$ cat src/rtl/therm_bin_enc_pkg.sv
// Package: shared helpers for the thermometer-to-binary encoder.
// Assumes: code widths are small (the word length grows as 2^N).
package therm_bin_enc_pkg;

    // Number of comparator bits needed for a code of n bits.
    function automatic int therm_width(input int n);
        return (1 << n) - 1;
    endfunction

endpackage

$ cat src/rtl/therm_edge_detect.sv
// Module: therm_edge_detect
// Marks each level where a 1 lies directly under a 0 in the comparator word.
// trans_o[i] stands for level i+1. The bit above the top comparator is
// treated as 0, so a full word marks the top level.
// Assumes: purely combinational; no checking of the word's shape.
module therm_edge_detect #(
    parameter int TH_W = 15
) (
    input  logic [TH_W-1:0] th_i,
    output logic [TH_W-1:0] trans_o
);

    for (genvar i = 0; i < TH_W; i++) begin : g_lvl
        if (i == TH_W - 1) begin : g_top
            // Top level: nothing above it, so a 1 here is a transition.
            assign trans_o[i] = th_i[i];
        end else begin : g_mid
            // Inner level: 1 below, 0 above.
            assign trans_o[i] = th_i[i] & ~th_i[i+1];
        end
    end

endmodule

$ cat src/rtl/therm_row_or.sv
// Module: therm_row_or
// Encodes the transition vector like a ROM with one row per level: every
// active row drives its level number, and all rows share wired-OR columns.
// Assumes: trans_i[k-1] belongs to level k; any number of rows may be active.
module therm_row_or #(
    parameter int CODE_W = 4,
    parameter int TH_W   = 15
) (
    input  logic [TH_W-1:0]   trans_i,
    output logic [CODE_W-1:0] code_o
);

    for (genvar b = 0; b < CODE_W; b++) begin : g_col
        logic col;

        // Column b collects every row whose level number has bit b set.
        always_comb begin
            col = 1'b0;
            for (int k = 1; k <= TH_W; k++) begin
                if (((k >> b) & 1) == 1) begin
                    col = col | trans_i[k-1];
                end
            end
        end

        assign code_o[b] = col;
    end

endmodule

$ cat src/rtl/therm_multi_detect.sv
// Module: therm_multi_detect
// Raises multi_o when at least two bits of the transition vector are set.
// Uses a ripple chain of "one seen" and "two seen" flags from level 1 up.
// Assumes: purely combinational; TH_W >= 2.
module therm_multi_detect #(
    parameter int TH_W = 15
) (
    input  logic [TH_W-1:0] trans_i,
    output logic            multi_o
);

    logic [TH_W-1:0] seen;
    logic [TH_W-1:0] dup;

    for (genvar i = 0; i < TH_W; i++) begin : g_chain
        if (i == 0) begin : g_first
            // First link: a single bit cannot form a pair.
            assign seen[i] = trans_i[i];
            assign dup[i]  = 1'b0;
        end else begin : g_next
            // Later link: a pair exists if one was seen below and this is set.
            assign seen[i] = seen[i-1] | trans_i[i];
            assign dup[i]  = dup[i-1] | (seen[i-1] & trans_i[i]);
        end
    end

    assign multi_o = dup[TH_W-1];

endmodule

$ cat src/rtl/therm_bin_enc.sv
// Module: therm_bin_enc (top)
// Flash-converter output encoder: transition detection, wired-OR row
// encoding, optional multi-transition flag, one output register stage.
// Assumes: th_in may be corrupted; no bubble correction is applied, so a
// corrupted word yields the OR of all transition codes.
module therm_bin_enc
    import therm_bin_enc_pkg::*;
#(
    parameter int CODE_W     = 4,
    parameter bit SPARKLE_EN = 1'b1
) (
    input  logic                               clk,
    input  logic                               rst_n,
    input  logic                               in_valid,
    input  logic [therm_width(CODE_W)-1:0]     th_in,
    output logic                               out_valid,
    output logic [CODE_W-1:0]                  out_code,
    output logic                               out_sparkle
);

    localparam int TH_W = therm_width(CODE_W);

    logic [TH_W-1:0]   trans;
    logic [CODE_W-1:0] code_d;
    logic              multi_d;

    therm_edge_detect #(.TH_W(TH_W)) u_edge (
        .th_i    (th_in),
        .trans_o (trans)
    );

    therm_row_or #(.CODE_W(CODE_W), .TH_W(TH_W)) u_rows (
        .trans_i (trans),
        .code_o  (code_d)
    );

    if (SPARKLE_EN) begin : g_flag
        therm_multi_detect #(.TH_W(TH_W)) u_multi (
            .trans_i (trans),
            .multi_o (multi_d)
        );

        // the flag must follow the count of active transitions.
        assert_sparkle_count_R5: assert property (@(posedge clk) disable iff (!rst_n)
            in_valid |=> (out_sparkle == ($past($countones(trans)) > 1)));
    end else begin : g_noflag
        assign multi_d = 1'b0;

        // with the flag disabled it never rises.
        assert_sparkle_off_R5: assert property (@(posedge clk) disable iff (!rst_n)
            !out_sparkle);
    end

    // Valid pipeline: one stage, cleared by reset.
    always_ff @(posedge clk) begin
        if (!rst_n) begin
            out_valid <= 1'b0;
        end else begin
            out_valid <= in_valid;
        end
    end

    // Result register: loads only with a valid word, otherwise holds.
    always_ff @(posedge clk) begin
        if (!rst_n) begin
            out_code    <= '0;
            out_sparkle <= 1'b0;
        end else if (in_valid) begin
            out_code    <= code_d;
            out_sparkle <= multi_d;
        end
    end

    // some transition exists exactly when the word is non-zero.
    assert_trans_present_R3: assert property (@(posedge clk) disable iff (!rst_n)
        ((th_in != '0) == (trans != '0)));

    // a clean word encodes to its count of ones.
    assert_clean_count_R2: assert property (@(posedge clk) disable iff (!rst_n)
        (in_valid && ((th_in & (th_in + 1'b1)) == '0))
        |=> (int'(out_code) == $countones($past(th_in))));

    // strobe latency of exactly one cycle.
    assert_valid_rise_R6: assert property (@(posedge clk) disable iff (!rst_n)
        in_valid |=> out_valid);
    assert_valid_fall_R6: assert property (@(posedge clk) disable iff (!rst_n)
        !in_valid |=> !out_valid);

    // without a valid word the result does not move.
    assert_hold_R7: assert property (@(posedge clk) disable iff (!rst_n)
        !in_valid |=> ($stable(out_code) && $stable(out_sparkle)));

    // a reset edge leaves all outputs cleared.
    assert_reset_clear_R8: assert property (@(posedge clk)
        !rst_n |=> (!out_valid && out_code == '0 && !out_sparkle));

endmodule

$ cat config.mk
export PLATFORM = sky130hd
export DESIGN_NAME = therm_bin_enc
export DESIGN_NICKNAME = d
export VERILOG_FILES = /design/src/rtl/therm_bin_enc_pkg.sv /design/src/rtl/therm_edge_detect.sv /design/src/rtl/therm_row_or.sv /design/src/rtl/therm_multi_detect.sv /design/src/rtl/therm_bin_enc.sv
export SDC_FILE = /design/constraint.sdc
export NUM_CORES = 1
export LEC_CHECK = 0
export BUFFER_PORTS_ARGS = -buffer_cell sky130_fd_sc_hd__buf_4
export CORE_AREA = 4 4 41 43
export DETAILED_ROUTE_END_ITERATION = 10
export DIE_AREA = 0 0 45 47
export MAX_ROUTING_LAYER = met4
export PLACE_DENSITY = 0.69
export SKIP_CTS_REPAIR_TIMING = 1
export SLEW_MARGIN = 0
export SYNTH_ARGS = -nofsm -noshare
export SYNTH_HDL_FRONTEND = slang
export SYNTH_HIERARCHICAL = 1
export SYNTH_SLANG_ARGS = --single-unit
$ cat constraint.sdc
create_clock -name clk -period 3.2 [get_ports clk]
set_input_delay 0.64 -clock clk [delete_from_list [all_inputs] [get_ports clk]]
set_output_delay 0.64 -clock clk [all_outputs]
set_load 0.02 [all_outputs]
==> Word level (Yosys, flattened, before mapping) <==
Index checks and enable logic that the tools add are counted.
{ "op_classes": {"bitwise_logic": 96} }
{ "op_table": {"columns": ["cell", "count"], "rows": [
  ["$or 1x1->1", 54],
  ["$and 1x1->1", 28],
  ["$not 1->1", 14]
]} }
{ "totals": {"word_cells": 99, "regBits": 6, "inputBits": 18, "output_inout_bits": 6} }

==> Longest topological paths before layout <==
{ "depth": {"ltp_word": 17, "ltp_mapped": 8, "depth_no_buf": 8} }

==> By module <==
Netlist, hierarchy kept.
{ "by_module_without_submodules": {"columns": ["mod", "area_each_um2", "cells_each", "n_inst", "seq_area_each_um2"], "rows": [
  ["therm_bin_enc", 220.2, 18, 1, 120.1],
  ["therm_multi_detect", 162.7, 25, 1, 0.0],
  ["therm_edge_detect", 95.1, 15, 1, 0.0],
  ["therm_row_or", 95.1, 15, 1, 0.0]
]} }

==> Worst setup path after synthesis <==
Ideal clock, no wire load.
{ "synth_timing": {"path_type": "in2reg", "from": "input th_in[1]", "to": "register out_sparkle", "t_arrival_ns": 2.012, "n_path_buf": 0, "t_required_ns": 3.084, "stages": 8, "slack_ns": 1.072, "setup_time_ns": 0.116, "path_cell_list": "nor2b_1 nor4_4 nand2_1 a222oi_1 o21ai_1 or3_1 mux2i_1 nor2b_1"} }
{ "synth_via": {"elab_chain_cells": 17, "elab_cells_between_ends": 43, "classes_between": "bitwise (43)"} }
{ "synth_lines": {"columns": ["item", "line_no", "source"], "rows": [
  ["from (decl)", "therm_bin_enc.sv:15", "input logic [therm_width(CODE_W)-1:0] th_in,"],
  ["$not 1->1", "therm_edge_detect.sv:19", "assign trans_o[i] = th_i[i] & ~th_i[i+1];"],
  ["$and 1x1->1", "therm_edge_detect.sv:19", null],
  ["$or 1x1->1", "therm_multi_detect.sv:22", "assign seen[i] = seen[i-1] | trans_i[i];"],
  ["$and 1x1->1 or $or 1x1->1 (tied branches)", "therm_multi_detect.sv:23, therm_multi_detect.sv:22", null],
  ["$or 1x1->1 (tied with other cells) (11 in series)", "therm_multi_detect.sv:23", "assign dup[i] = dup[i-1] | (seen[i-1] & trans_i[i]);"],
  ["$or 1x1->1 or $and 1x1->1 (tied branches)", "therm_multi_detect.sv:23", null],
  ["$or 1x1->1 *", "therm_multi_detect.sv:23", null],
  ["net multi_d", "therm_bin_enc.sv:25", "logic multi_d;"],
  ["to (signal assigned)", "therm_bin_enc.sv:70", "out_sparkle <= multi_d;"],
  ["to (decl)", "therm_bin_enc.sv:18", "output logic out_sparkle"]
]} }
Mark *: on every way through the listed nets, which the timed path passes. The rest lies on a longest branch.
A chain may end at the register's enable or synchronous reset.

==> Worst setup path in the final report <==
{ "layout_timing": {"from": "input th_in[1]", "to": "register out_sparkle"} }
{ "layout_via": {"elab_cells_between_ends": 43, "classes_between": "bitwise (43)"} }
{ "layout_rtl": {"columns": ["item", "line_no", "source"], "rows": [
  ["$and 1x1->1 *", "therm_edge_detect.sv:19", null],
  ["net trans[1]", "therm_bin_enc.sv:23", "logic [TH_W-1:0] trans;"],
  ["$or 1x1->1", "therm_multi_detect.sv:22", null],
  ["$and 1x1->1 or $or 1x1->1 (tied branches)", "therm_multi_detect.sv:23, therm_multi_detect.sv:22", null],
  ["$or 1x1->1 (tied with other cells) (11 in series)", "therm_multi_detect.sv:23", null],
  ["$or 1x1->1 or $and 1x1->1 (tied branches)", "therm_multi_detect.sv:23", null],
  ["$or 1x1->1 *", "therm_multi_detect.sv:23", null],
  ["net multi_d", "therm_bin_enc.sv:25", null]
]} }
Marked as above.

==> summary.md <==
| Metric | Value |
|---|---|
| # diodes | `0` |
| XOR/XNOR Fraction of Synth Area | `0` |
| Crit path top cell by count | `nor2b_1` |
| Buffers on Ports | `23` |
| GRT Util Overall | `0.1411` |
| Core area | `0.001301 mm²` |
| Post-route design area | `738.2 µm²` |
| Power Total | `240.2 µW` |
| Mapped Cells | `73` |
| Worst r2r src | `out_code[1]$_SDFFE_PN0P_` |
| CP Launch Type | `primary input` |
| Sequential share of the synthesized area | `0.2096` |
| Slowest CP cell | `nor4_4` |
| Post-synthesis net count | `91` |
| Largest family of logic cells by synthesized area | `simple AND/OR/NAND/NOR gates` |
| Die height | `47 µm` |
| Slew @ Worst Pin | `0.4537 ns` |
| CP endpoint kind | `flop` |
| Distinct cells, synth | `25` |
| Placed Area | `715.7 µm²` |
| CP peak stage delay | `0.41 ns` |
| Drt via density | `5.509` |
| First-pass detailed-route iteration total | `4` |
| Max Clock Freq | `456.7 MHz` |
| DIE AREA | `0.002115 mm²` |
| Async SR Flop Fraction | `0` |
| DP HPWL | `1058 µm` |
| Final Routed Wirelength | `1264 µm` |
| Post-synth top flop | `dfxtp_1` |
| Setup TNS Final | `0 ns` |
| Die width | `45 µm` |
| Row count | `13` |
| Final Max Tran Viols | `0` |
| CP top delay family | `simple AND/OR/NAND/NOR gates` |
| CP bufs+invs | `1` |
| Final setup fails | `0` |
| Ys Warns | `6` |
| Nets | `113` |
| Worst Skew | `0 ns` |
| Hold WC Path Type | `reg2reg` |
| Grt ovf | `0` |
| Syn-to-layout area delta | `28.82%` |
| Worst-path fanout max | `5` |
| Final period util | `0.6843` |
| Worst r2r dst | `out_code[1]$_SDFFE_PN0P_` |
| Initial drt markers | `13` |
| Worst path cell trace | `buf_4, nor2b_1, nor4_4, nand2_1, a222oi_1, o21ai_1, or3_1, mux2i_1, nor2b_1` |
| Clk buf depth | `2` |
| Crit path DAT | `2.33 ns` |
| Hold_ws | `0.5127 ns` |
| Comb pwr share | `0.361` |
| Synth Area in Compound Gates | `0.1485` |
| ANT nets after route | `0` |
| Post-synthesis adder-cell area fraction | `0` |
| Max-cap viol count | `0` |
| Routed via count | `595` |
| Clock sinks | `6` |
| Share of layout cells above drive strength 1 | `0.3118` |
| Pin count of the biggest net entering global routing | `8` |
| Residual DRC | `0` |
| First-pass GRT wire length | `2090 µm` |
| Worst-Skew Late Latency | `0.24 ns` |
| Clock Power Share | `0.291` |
| Net Switching | `73.76 µW` |
| Int Pwr | `166.4 µW` |
| Final Hold Fails | `0` |
| Worst IR Drop VDD | `241.9 µV` |
| Pleak | `0.3098 nW` |
| CTS root buf | `clkbuf_4` |
| Tmin final | `2.190 ns` |
| Max_slew headroom | `0.6969` |
| CTS tree | `yes` |
| # IOs | `24` |
| Vias in the first global route | `506` |
| Starting Density | `0.4404` |
| Syn Area/Cell | `7.850 µm²` |
| FF-to-FF setup slack | `2.59 ns` |
| Hold Path Origin | `out_code[2]$_SDFFE_PN0P_` |
| WP data required | `3.34 ns` |
| Cell count of the worst hold path | `2` |
| Mapped cell area | `573.1 µm²` |
| EDFF count, synth | `0` |
| Sequential cell fraction of total power | `0.347` |
| Sw Share | `0.3071` |
| Antenna violations before repair | `0` |
| Routed len/inst | `11.70 µm` |
| Placer Congestion | `0.8729` |
| H-tree depth | `1` |
| Post-Synth Simple-Gate Area | `0.4694` |
| Critical path class | `in2reg` |
| Synthesis-stage register bit count | `6` |
| Cell count of the worst reg-to-reg path | `2` |
| Total CTS buffers | `3` |
| Fin util | `0.5673` |
| Clock Pin Slew Worst Setup and Hold Paths | `0.04 ns` |
| Hold Path End | `out_code[2]$_SDFFE_PN0P_` |
| RSZ-0062 raised after global routing | `false` |
| P per Cell Area | `325.4 mW/mm²` |
| Post-synthesis mux area share | `0.08734` |
| Status | `finished clean` |
-- stage by stage --
stage,setup slack (ns),instances
2_1_floorplan,1.072,73
4_1_cts,1.014,108
3_3_place_gp,0.7884,105
6_report,1.010,108
5_1_grt,0.8653,108
3_5_place_dp,0.7542,105
-- state kept, by name, indices dropped and copies added, names as in the netlist --
name and flops:
out_valid 1, out_code 4, out_sparkle 1
-- tightest hold or removal path: stages (launching register included) --
cell     delay, ns
dfxtp_1       0.32
mux2i_1       0.06
nor2b_1       0.09
-- cell usage in the layout (no fill, tap or decap), types with 2 or more instances in the layout --
master / count
nor2_1: 4
dfxtp_1: 6
nor2b_1: 19
a21oi_1: 2
nor4_1: 7
nand2_1: 6
buf_4: 23
mux2i_1: 5
nor3_1: 3
clkbuf_4: 3
-- synth_stat cells (all sizes together) (2+ instances only) --
library cell | count | area [µm²]
nor3 | 3 | 15.01
a21oi | 2 | 10.01
nor2 | 4 | 15.01
nor2b | 19 | 118.9
nand2 | 6 | 22.52
buf | 6 | 48.80
o21ai | 2 | 10.00
nor4 | 9 | 77.57
dfxtp | 6 | 120.1
mux2i | 5 | 50.05
-- layout make-up --
class,instances,area (µm²)
fill,138,563.0
clock buffer,3,22.52
timing repair buffer,23,172.7
tap,15,18.77
sequential,6,120.1
multi-input combinational,61,404.1
-- worst max-delay path by stage --
stage / start / to / slack, ns / cells after the start
CTS: th_in[1] / out_sparkle$_SDFFE_PN0P_ / 1.01 / 9
detailed placement: th_in[1] / out_sparkle$_SDFFE_PN0P_ / 0.75 / 9
global route: th_in[1] / out_sparkle$_SDFFE_PN0P_ / 0.87 / 9
finish: th_in[1] / out_sparkle$_SDFFE_PN0P_ / 1.01 / 9
global placement: th_in[1] / out_sparkle$_SDFFE_PN0P_ / 0.79 / 9
floorplan: th_in[1] / out_sparkle$_SDFFE_PN0P_ / 1.07 / 8
-- kinds of logic (layout without fill, tap and decap cells) --
| logic type | after synthesis | count (layout) |
|---|---|---|
| buffers and inverters | 6 | 26 |
| AO/OA/AOI/OAI | 12 | 12 |
| AND/OR/NAND/NOR | 44 | 44 |
| flip-flops | 6 | 6 |
| multiplexers | 5 | 5 |
-- power groups by stage --
stage	Combinational, mW	Sequential, mW	Clock, mW
floorplan	0.0501	0.0920	0
global placement	0.0865	0.0847	0
detailed placement	0.0869	0.0848	0
CTS	0.0871	0.0835	0.0732
global route	0.0969	0.0838	0.0774
finish	0.0868	0.0834	0.0700
-- metal layers --
metal	global-route usage	vias up	routed length [µm]
met1	0.1591	267	546
met5	-	-	0
li1	-	307	-
met3	0.05747	0	106
met4	0.03509	0	0
met2	0.2316	21	611
(Power assumes the default switching activity.)
